==> config.mk <==
export PLATFORM = sky130hd
export DESIGN_NAME = bus_stall_watchdog
export DESIGN_NICKNAME = d
export VERILOG_FILES = /design/src/rtl/bstw_pkg.sv /design/src/rtl/bstw_reset_sync.sv /design/src/rtl/bstw_scl_edge.sv /design/src/rtl/bstw_prescaler.sv /design/src/rtl/bstw_counter.sv /design/src/rtl/bus_stall_watchdog.sv
export SDC_FILE = /design/constraint.sdc
export NUM_CORES = 1
export LEC_CHECK = 0
export BUFFER_PORTS_ARGS = -buffer_cell sky130_fd_sc_hd__buf_2
export CORE_UTILIZATION = 60
export CTS_CLUSTER_SIZE = 30
export DETAILED_ROUTE_END_ITERATION = 6
export GPL_TIMING_DRIVEN = 0
export PLACE_DENSITY_LB_ADDON = 0.3
export SETUP_SLACK_MARGIN = 0.1
export SYNTH_ARGS = -nofsm -noshare
export SYNTH_HDL_FRONTEND = slang
export SYNTH_HIERARCHICAL = 1
export SYNTH_SLANG_ARGS = --single-unit
==> constraint.sdc <==
create_clock -name clk -period 1.7 [get_ports clk]
set_input_delay 0.255 -clock clk [delete_from_list [all_inputs] [get_ports clk]]
set_output_delay 0.255 -clock clk [all_outputs]
set_load 0.1 [all_outputs]
==> src/rtl/bstw_pkg.sv <==
package bstw_pkg;

  localparam int unsigned DEF_CNT_W = 14;
  localparam int unsigned DEF_DIV   = 4;
  localparam int unsigned DEF_SYNC  = 2;

  typedef enum logic {
    TICK_EVERY   = 1'b0,
    TICK_DIVIDED = 1'b1
  } tick_mode_e;

endpackage

==> src/rtl/bstw_reset_sync.sv <==
module bstw_reset_sync (
  input  logic clk,
  input  logic rst_n,
  output logic rst_ok
);

  logic [1:0] stage_q;

  always_ff @(posedge clk or negedge rst_n) begin
    if (!rst_n) begin
      stage_q <= 2'b00;
    end else begin
      stage_q <= {stage_q[0], 1'b1};
    end
  end

  assign rst_ok = stage_q[1];

endmodule

==> src/rtl/bstw_scl_edge.sv <==
module bstw_scl_edge #(
  parameter int unsigned STAGES = bstw_pkg::DEF_SYNC
) (
  input  logic clk,
  input  logic rst_ok,
  input  logic scl_raw,
  output logic scl_fall
);

  logic [STAGES-1:0] sync_q;
  logic [STAGES-1:0] sync_d;
  logic              prev_q;
  logic              prev_d;

  // shift chain; stage 0 samples the raw line
  generate
    if (STAGES == 1) begin : g_single
      always_comb sync_d = scl_raw;
    end else begin : g_chain
      always_comb sync_d = {sync_q[STAGES-2:0], scl_raw};
    end
  endgenerate

  always_comb prev_d = sync_q[STAGES-1];

  always_ff @(posedge clk or negedge rst_ok) begin
    if (!rst_ok) begin
      sync_q <= '1;
      prev_q <= 1'b1;
    end else begin
      sync_q <= sync_d;
      prev_q <= prev_d;
    end
  end

  assign scl_fall = prev_q & ~sync_q[STAGES-1];

endmodule

==> src/rtl/bstw_prescaler.sv <==
module bstw_prescaler #(
  parameter int unsigned DIV = bstw_pkg::DEF_DIV
) (
  input  logic clk,
  input  logic rst_ok,
  input  logic run,
  input  logic restart,
  input  logic slow,
  output logic tick,
  output logic [((DIV > 1) ? $clog2(DIV) : 1)-1:0] phase
);

  import bstw_pkg::*;

  localparam int unsigned PRE_W = (DIV > 1) ? $clog2(DIV) : 1;
  localparam logic [PRE_W-1:0] LAST = PRE_W'(DIV - 1);

  tick_mode_e       mode;
  logic [PRE_W-1:0] pre_q;
  logic [PRE_W-1:0] pre_d;
  logic             pre_en;

  always_comb begin
    mode = tick_mode_e'(slow);
    tick = (mode == TICK_EVERY) ? 1'b1 : (pre_q == LAST);
  end

  always_comb begin
    pre_en = 1'b1;
    pre_d  = pre_q;
    if (!run || restart || mode == TICK_EVERY) begin
      pre_d = '0;
    end else if (pre_q == LAST) begin
      pre_d = '0;
    end else begin
      pre_d = pre_q + PRE_W'(1);
    end
  end

  always_ff @(posedge clk or negedge rst_ok) begin
    if (!rst_ok) begin
      pre_q <= '0;
    end else if (pre_en) begin
      pre_q <= pre_d;
    end
  end

  assign phase = pre_q;

endmodule

==> src/rtl/bstw_counter.sv <==
module bstw_counter #(
  parameter int unsigned CNT_W = bstw_pkg::DEF_CNT_W
) (
  input  logic             clk,
  input  logic             rst_ok,
  input  logic             run,
  input  logic             restart,
  input  logic             tick,
  output logic [CNT_W-1:0] count,
  output logic             wrap
);

  logic [CNT_W-1:0] cnt_q;
  logic [CNT_W-1:0] cnt_d;
  logic             cnt_en;

  always_comb begin
    cnt_en = 1'b0;
    cnt_d  = cnt_q;
    wrap   = 1'b0;
    if (!run || restart) begin
      cnt_en = 1'b1;
      cnt_d  = '0;
    end else if (tick) begin
      cnt_en = 1'b1;
      cnt_d  = cnt_q + CNT_W'(1);
      wrap   = &cnt_q;
    end
  end

  always_ff @(posedge clk or negedge rst_ok) begin
    if (!rst_ok) begin
      cnt_q <= '0;
    end else if (cnt_en) begin
      cnt_q <= cnt_d;
    end
  end

  assign count = cnt_q;

endmodule

==> src/rtl/bus_stall_watchdog.sv <==
module bus_stall_watchdog #(
  parameter int unsigned CNT_W = bstw_pkg::DEF_CNT_W,
  parameter int unsigned DIV   = bstw_pkg::DEF_DIV,
  parameter int unsigned SYNC  = bstw_pkg::DEF_SYNC
) (
  input  logic clk,
  input  logic rst_n,
  input  logic wd_enable,
  input  logic wd_slow,
  input  logic scl_raw,
  input  logic stop_pulse,
  input  logic busy_flag_n,
  input  logic tout_clear,
  output logic tout_flag
);

  localparam int unsigned PRE_W = (DIV > 1) ? $clog2(DIV) : 1;

  logic             rst_ok;
  logic             scl_fall;
  logic             restart;
  logic             tick;
  logic [PRE_W-1:0] phase;
  logic [CNT_W-1:0] count;
  logic             wrap;
  logic             flag_q;
  logic             flag_d;

  bstw_reset_sync u_rst (
    .clk    (clk),
    .rst_n  (rst_n),
    .rst_ok (rst_ok)
  );

  bstw_scl_edge #(.STAGES(SYNC)) u_edge (
    .clk      (clk),
    .rst_ok   (rst_ok),
    .scl_raw  (scl_raw),
    .scl_fall (scl_fall)
  );

  // any sign of bus progress, or the controller waiting on software
  always_comb restart = busy_flag_n | scl_fall | stop_pulse;

  bstw_prescaler #(.DIV(DIV)) u_pre (
    .clk     (clk),
    .rst_ok  (rst_ok),
    .run     (wd_enable),
    .restart (restart),
    .slow    (wd_slow),
    .tick    (tick),
    .phase   (phase)
  );

  bstw_counter #(.CNT_W(CNT_W)) u_cnt (
    .clk     (clk),
    .rst_ok  (rst_ok),
    .run     (wd_enable),
    .restart (restart),
    .tick    (tick),
    .count   (count),
    .wrap    (wrap)
  );

  // set has priority over clear
  always_comb begin
    flag_d = flag_q;
    if (wrap) begin
      flag_d = 1'b1;
    end else if (tout_clear) begin
      flag_d = 1'b0;
    end
  end

  always_ff @(posedge clk or negedge rst_ok) begin
    if (!rst_ok) begin
      flag_q <= 1'b0;
    end else begin
      flag_q <= flag_d;
    end
  end

  assign tout_flag = flag_q;

endmodule

==> impl_metrics.env, run 1 <==
export IMPL_status="complete, but fails checks"
export IMPL_violations="negative setup slack"
export IMPL_synth_top_area_cell="dfrtp_1"
export IMPL_p_leak_nw=0.637
export IMPL_synth_distinct_cells=38
export IMPL_yosys_warnings=6
export IMPL_grt_pass1_vias=847
export IMPL_dr_pass1_iters=4
export IMPL_fin_ws_ps=-39.0
export IMPL_synth_edf_count=0
export IMPL_antennaDiodeCount=0
export IMPL_tightestPinTransition_ps=802
export IMPL_fin_cells=147
export IMPL_reg2regPathDepth=7
export IMPL_top_layer="met4"
export IMPL_met1_length_um=1180
export IMPL_syn_inst=99
export IMPL_post_route_cell_area_um2=1470
export IMPL_antenna_found_initial=0
export IMPL_r2r_end="u_cnt/count[12]$_DFFE_PN0P_"
export IMPL_hpwl_um=1450
export IMPL_grt_max_degree=21
export IMPL_finalHoldViolCount=0
export IMPL_grt_usage_pct=28.2
export IMPL_synthMostInstantiatedCell="dfrtp_1"
export IMPL_start_util_pct=64.7
export IMPL_die_area_um2=2040
export IMPL_h_tree_depth=1
export IMPL_wl_um=2900
export IMPL_min_period_over_period_pct=102
export IMPL_drv_slew=0
export IMPL_postRouteAntennaNets=0
export IMPL_finalCriticalPeriod_ps=1740
export IMPL_reg2reg_from="u_edge/sync_q[1]$_DFF_PN1_"
export IMPL_via_count=914
export IMPL_dp_cells=132
export IMPL_p_total_mw=0.926
export IMPL_setup_viol=4
export IMPL_worstSetupEndpoint="u_cnt/count[12]$_DFFE_PN0P_"
export IMPL_pre_cts_slack_ps=-94.9
export IMPL_async_flop_share_pct=100
export IMPL_fmax_ghz=0.575
export IMPL_place_area_um2=1200
export IMPL_clk_pin_slew_worst_paths_ps=130
export IMPL_wl_met2_um=1550
export IMPL_cts_tree="built"
export IMPL_vias_per_cell=6.22
export IMPL_row_count=15
export IMPL_synth_area_um2=1120
export IMPL_cap_violations=0
export IMPL_drc_errors=0
export IMPL_path_class="reg -> reg"
export IMPL_crit_path_end_kind="flop"
export IMPL_power_density_nw_per_um2=629
export IMPL_drive_above_1_share_pct=45.9
export IMPL_numCtsBuffers=3
export IMPL_cp_max_fo=6
export IMPL_drtIter0Drc=26
export IMPL_syn_to_final_growth_pct=31.7
export IMPL_met3_length_um=94
export IMPL_hold_class="in -> reg"
export IMPL_cp_startpoint="u_edge/sync_q[1]$_DFF_PN1_"
export IMPL_finClkSkew_ps=4.08
export IMPL_syn_nets=109
export IMPL_max_slew_margin_pct=46.5
export IMPL_wl_per_cell_um=19.7
export IMPL_synth_area_top_cells="dfrtp_1 (43%), dfstp_2 (7.1%), mux2i_1 (4.5%)"
export IMPL_synth_ff_type="dfrtp_1"
export IMPL_crit_path_start_kind="flop"
export IMPL_dieHeight_um=45.2
export IMPL_cts_root_buf="clkbuf_4"
export IMPL_fin_nets=133
export IMPL_synth_common_cells="dfrtp_1 (19), nand2_1 (9), mux2i_1 (5), nor2_1 (5), nor4_1 (5)"
export IMPL_grt_pass1_wl_um=4030
export IMPL_worstPathRequired_ps=1930
export IMPL_die_w_um=45.2
export IMPL_seq_area_frac_synth_pct=49.6
export IMPL_cts_sinks=22
export IMPL_rsz0062_at_grt="true"
export IMPL_fillers=79
export IMPL_timing_critical_path_arrival_ps=1970
export IMPL_coreArea_um2=1730
export IMPL_clk_path_buf_depth=2
export IMPL_grt_ovfl_total=0
export IMPL_ys_ff_latch=22
export IMPL_clk_latency_ps=320
export IMPL_ir_drop_v=0.000627
export IMPL_r2r_slack_ps=-40
export IMPL_synth_top_area_share_pct=42.6
export IMPL_io_buffers=8
export IMPL_ios=9
export IMPL_synth_avg_cell_area_um2=11.3
export IMPL_routabilityCongestion=0.784
[per-layer routing]
metal | track usage, % | up-vias
met2 | 45.8 | 24
met3 | 4.00 | 8
li1 | - | 408
met1 | 37.5 | 474
met5 | 0 | -
met4 | 12.7 | 0
[registers in the layout, indices dropped and copies added (netlist names)]
register / cells
tout_flag: 1
u_rst/stage_q: 2
u_edge/prev_q: 1
u_cnt/count: 14
u_pre/phase: 2
u_edge/sync_q: 2
[area by class of cell]
cell class                 instances  area [um^2]  share of cell area (%)
buffer                             4         67.6                    4.59
multi-input combinational         70          629                    42.8
sequential                        22          556                    37.8
inverter                           3         11.3                   0.765
clock buffer                       4         36.3                    2.47
timing repair buffer              19          140                    9.52
tap                               25         31.3                    2.13
[cells by family after synthesis]
logic type                 synth area share [%]
and+or+nand+nor                            29.2
xor gates and xnor gates                   3.14
other                                     0.336
muxes                                      4.48
buffers and inverters                      4.25
AOI/OAI and AO/OA                          6.72
DFF                                        49.6
adders and majority gates                  2.24
[critical path, cell delays in order (launching register included)]
cell and delay (ps):
dfstp_2 580, nor2b_4 40, or3_4 390, nor2b_4 150
buf_8 120, buf_6 110, nand2b_1 60, mux2i_1 190
[what timing repair did]
action	CTS	global route
setup buffers	9	2
hold buffers	1	0
cloned	0	0
pin swaps	5	11
endpoints found under the hold margin	2	0
resized for setup	12	24
setup endpoints to repair	13	15
[how the worst min path moves through the flow]
stage | startpoint | endpoint | slack (ps) | depth (start not counted)
floorplan | rst_n | u_rst/stage_q[0]$_DFF_PN0_ | -40 | 0
global placement | rst_n | u_rst/stage_q[0]$_DFF_PN0_ | 40 | 1
detailed placement | rst_n | u_rst/stage_q[0]$_DFF_PN0_ | 40 | 1
CTS | scl_raw | u_edge/sync_q[0]$_DFF_PN1_ | 10 | 1
global route | scl_raw | u_edge/sync_q[0]$_DFF_PN1_ | 8 | 1
finish | scl_raw | u_edge/sync_q[0]$_DFF_PN1_ | 10 | 1
[layout by cell type, fill, tap and decap left out, types with 2 or more instances in the layout]
cell type	n
dfstp_2	3
xor2_1	2
o31ai_1	3
buf_2	8
nand2_2	2
nor2b_4	2
nand4_1	4
mux2i_1	5
buf_6	4
clkbuf_4	3
nor2_4	5
dfrtp_1	18
a21oi_2	3
ha_2	2
inv_1	3
nor4_2	2
o21a_1	2
nand2b_1	4
nand2_1	7
buf_4	7
nand3_1	3
nor4_1	2
or4_1	3
and4_1	2
[power by group]
group	switching, mW	internal (mW)	total (mW)
combinational	0.0348	0.0432	0.0780
sequential	0.0133	0.533	0.547
clock	0.170	0.131	0.301
total	0.218	0.708	0.926
[metrics by stage]
stage / setup TNS, ps / hold slack, ps / util, %
floorplan: 0 / -40.6 / -
global placement: -42.7 / 39.2 / 69.3
detailed placement: -158 / 40.9 / 69.3
CTS: -6.00 / 13.6 / 79.5
global route: -291 / 8.23 / 85.2
finish: -79.7 / 14.9 / 85.2
(Power assumes the default switching activity.)
==> run 2, diff against run 1 <==
--- a/config.mk
+++ b/config.mk
@@ -12,6 +12,7 @@
 export GPL_TIMING_DRIVEN = 0
 export PLACE_DENSITY_LB_ADDON = 0.3
 export SETUP_SLACK_MARGIN = 0.1
+export SKIP_LAST_GASP = 1
 export SYNTH_ARGS = -nofsm -noshare
 export SYNTH_HDL_FRONTEND = slang
 export SYNTH_HIERARCHICAL = 1
==> run 2 against run 1 <==
The flow still finishes with violations (negative setup slack). Critical path type unchanged. Clock power hardly changed. First-iteration DRC count is 23% lower. Cell count stayed put. Routed wire length is 0.10% higher. Total power is 0.27% lower. Design area stayed put. Register-to-register slack hardly changed. Clock skew is 0.70 ps higher. Sequential share of layout area stayed put.
==> impl_metrics.env, run 2 (synthesis gave the netlist of run 1 again) <==
export IMPL_worstPathRequired_ps=1930
export IMPL_drive_above_1_share_pct=45.9
export IMPL_finalCriticalPeriod_ps=1750
export IMPL_power_frac_clock_pct=32.3
export IMPL_p_total_mw=0.923
export IMPL_met1_length_um=1190
export IMPL_max_slew_margin_pct=46.7
export IMPL_hpwl_um=1450
export IMPL_syn_to_final_growth_pct=31.7
export IMPL_clk_latency_ps=320
export IMPL_ir_drop_v=0.000625
export IMPL_postRouteAntennaNets=0
export IMPL_vias_per_cell=6.18
export IMPL_grt_pass1_vias=847
export IMPL_grt_ovfl_total=0
export IMPL_grt_usage_pct=28.2
export IMPL_path_class="reg -> reg"
export IMPL_fmax_ghz=0.573
export IMPL_die_area_um2=2040
export IMPL_cap_violations=0
export IMPL_ios=9
export IMPL_worst_hold_slack_ps=16.3
export IMPL_cp_max_fo=6
export IMPL_min_period_over_period_pct=103
export IMPL_tns_ps=-89.7
export IMPL_dr_pass1_iters=4
export IMPL_antennaDiodeCount=0
export IMPL_start_util_pct=64.7
export IMPL_drv_slew=0
export IMPL_h_tree_depth=1
export IMPL_wl_met2_um=1570
export IMPL_clk_path_buf_depth=2
export IMPL_rsz0062_at_grt="true"
export IMPL_p_leak_nw=0.637
export IMPL_numCtsBuffers=3
export IMPL_status="complete, but fails checks"
export IMPL_dieHeight_um=45.2
export IMPL_p_comb_share_pct=8.5
export IMPL_layout_commonest_cell="dfrtp_1"
export IMPL_cts_tree="built"
export IMPL_crit_path_end_kind="flop"
export IMPL_cts_root_buf="clkbuf_4"
export IMPL_violations="negative setup slack"
export IMPL_hold_class="in -> reg"
export IMPL_clk_pin_slew_worst_paths_ps=130
export IMPL_met3_length_um=61
export IMPL_wl_um=2900
export IMPL_tightestPinTransition_ps=800
export IMPL_fin_ws_ps=-45.2
export IMPL_timing_critical_path_arrival_ps=1980
export IMPL_power_frac_seq_pct=59.2
export IMPL_top_layer="met4"
export IMPL_intPower_mw=0.708
export IMPL_grt_pass1_wl_um=4030
export IMPL_crit_path_start_kind="flop"
export IMPL_p_switching_mw=0.215
export IMPL_sw_frac_of_total_pct=23.3
export IMPL_antenna_found_initial=0
export IMPL_drc_errors=0
export IMPL_power_density_nw_per_um2=627
export IMPL_grt_max_degree=21
export IMPL_via_count=908
export IMPL_wl_per_cell_um=19.7
export IMPL_post_route_cell_area_um2=1470
export IMPL_die_w_um=45.2
export IMPL_setup_viol=4
export IMPL_io_buffers=8
export IMPL_cts_sinks=22
export IMPL_finClkSkew_ps=4.78
export IMPL_place_area_um2=1200
export IMPL_mostFrequentLayoutCells="dfrtp_1 (18), buf_2 (8), nand2_1 (7), buf_4 (7)"
export IMPL_coreArea_um2=1730
export IMPL_largest_reg_flops=14
export IMPL_row_count=15
export IMPL_finalHoldViolCount=0
export IMPL_routabilityCongestion=0.784
export IMPL_fin_nets=133
export IMPL_drtIter0Drc=20
==> run 2: power by group through the flow <==
stage / combinational, mW / sequential, mW / clock (mW)
floorplan: 0.0277 / 0.553 / 0
global placement: 0.0399 / 0.556 / 0
detailed placement: 0.0422 / 0.557 / 0
CTS: 0.0571 / 0.547 / 0.302
global route: 0.0813 / 0.549 / 0.317
finish: 0.0781 / 0.547 / 0.298
==> run 2: final timing paths <==
check | startpoint | cells after the start | end | slack, ps
setup reg to reg | u_edge/sync_q[1]$_DFF_PN1_ | 7 | u_cnt/count[12]$_DFFE_PN0P_ | -50
max in group asynchronous | u_rst/stage_q[1]$_DFF_PN0_ | 0 | u_cnt/count[0]$_DFFE_PN0P_ | 820
setup / recovery | u_edge/sync_q[1]$_DFF_PN1_ | 7 | u_cnt/count[12]$_DFFE_PN0P_ | -50
min in group asynchronous | rst_n | 2 | u_rst/stage_q[0]$_DFF_PN0_ | 270
hold / removal | scl_raw | 1 | u_edge/sync_q[0]$_DFF_PN1_ | 20
hold reg to reg | u_rst/stage_q[1]$_DFF_PN0_ | 0 | u_cnt/count[5]$_DFFE_PN0P_ | 340
==> run 2: per-stage QoR <==
| step | utilization (%) | cells | setup slack, ps |
|---|---|---|---|
| 3_5_place_dp | 69.3 | 132 | -94.9 |
| 3_3_place_gp | 69.3 | 132 | -42.7 |
| 4_1_cts | 79.5 | 146 | -6.00 |
| 6_report | 85.2 | 147 | -45.2 |
| 2_1_floorplan | - | 99 | 78.7 |
| 5_1_grt | 85.2 | 147 | -100 |
==> run 2: metal layers <==
metal / vias to the layer above / track usage (%)
li1: 408 / -
met1: 479 / 37.5
met2: 13 / 45.8
met3: 8 / 4.00
met4: 0 / 12.7
met5: - / 0
==> run 2: timing repair <==
action / in CTS / in global routing
pin swaps: 5 / 9
hold endpoints to repair: 2 / 0
setup buffers: 9 / 2
setup endpoints to repair: 13 / 15
resized for setup: 12 / 24
hold buffers: 1 / 0
==> run 2: cell type report <==
class	count	area (um^2)
well taps	25	31.3
flip-flops and latches	22	556
fillers	79	255
repair buffers	19	140
inverters	3	11.3
plain buffers	4	67.6
multi-input cells	70	629
clock buffers	4	36.3
==> run 2: critical path, stage by stage (launching register included) <==
cell and delay [ps]:
dfstp_2 580, nor2b_4 40, or3_4 390, nor2b_4 150, buf_8 120, buf_6 120, nand2b_1 60, mux2i_1 190
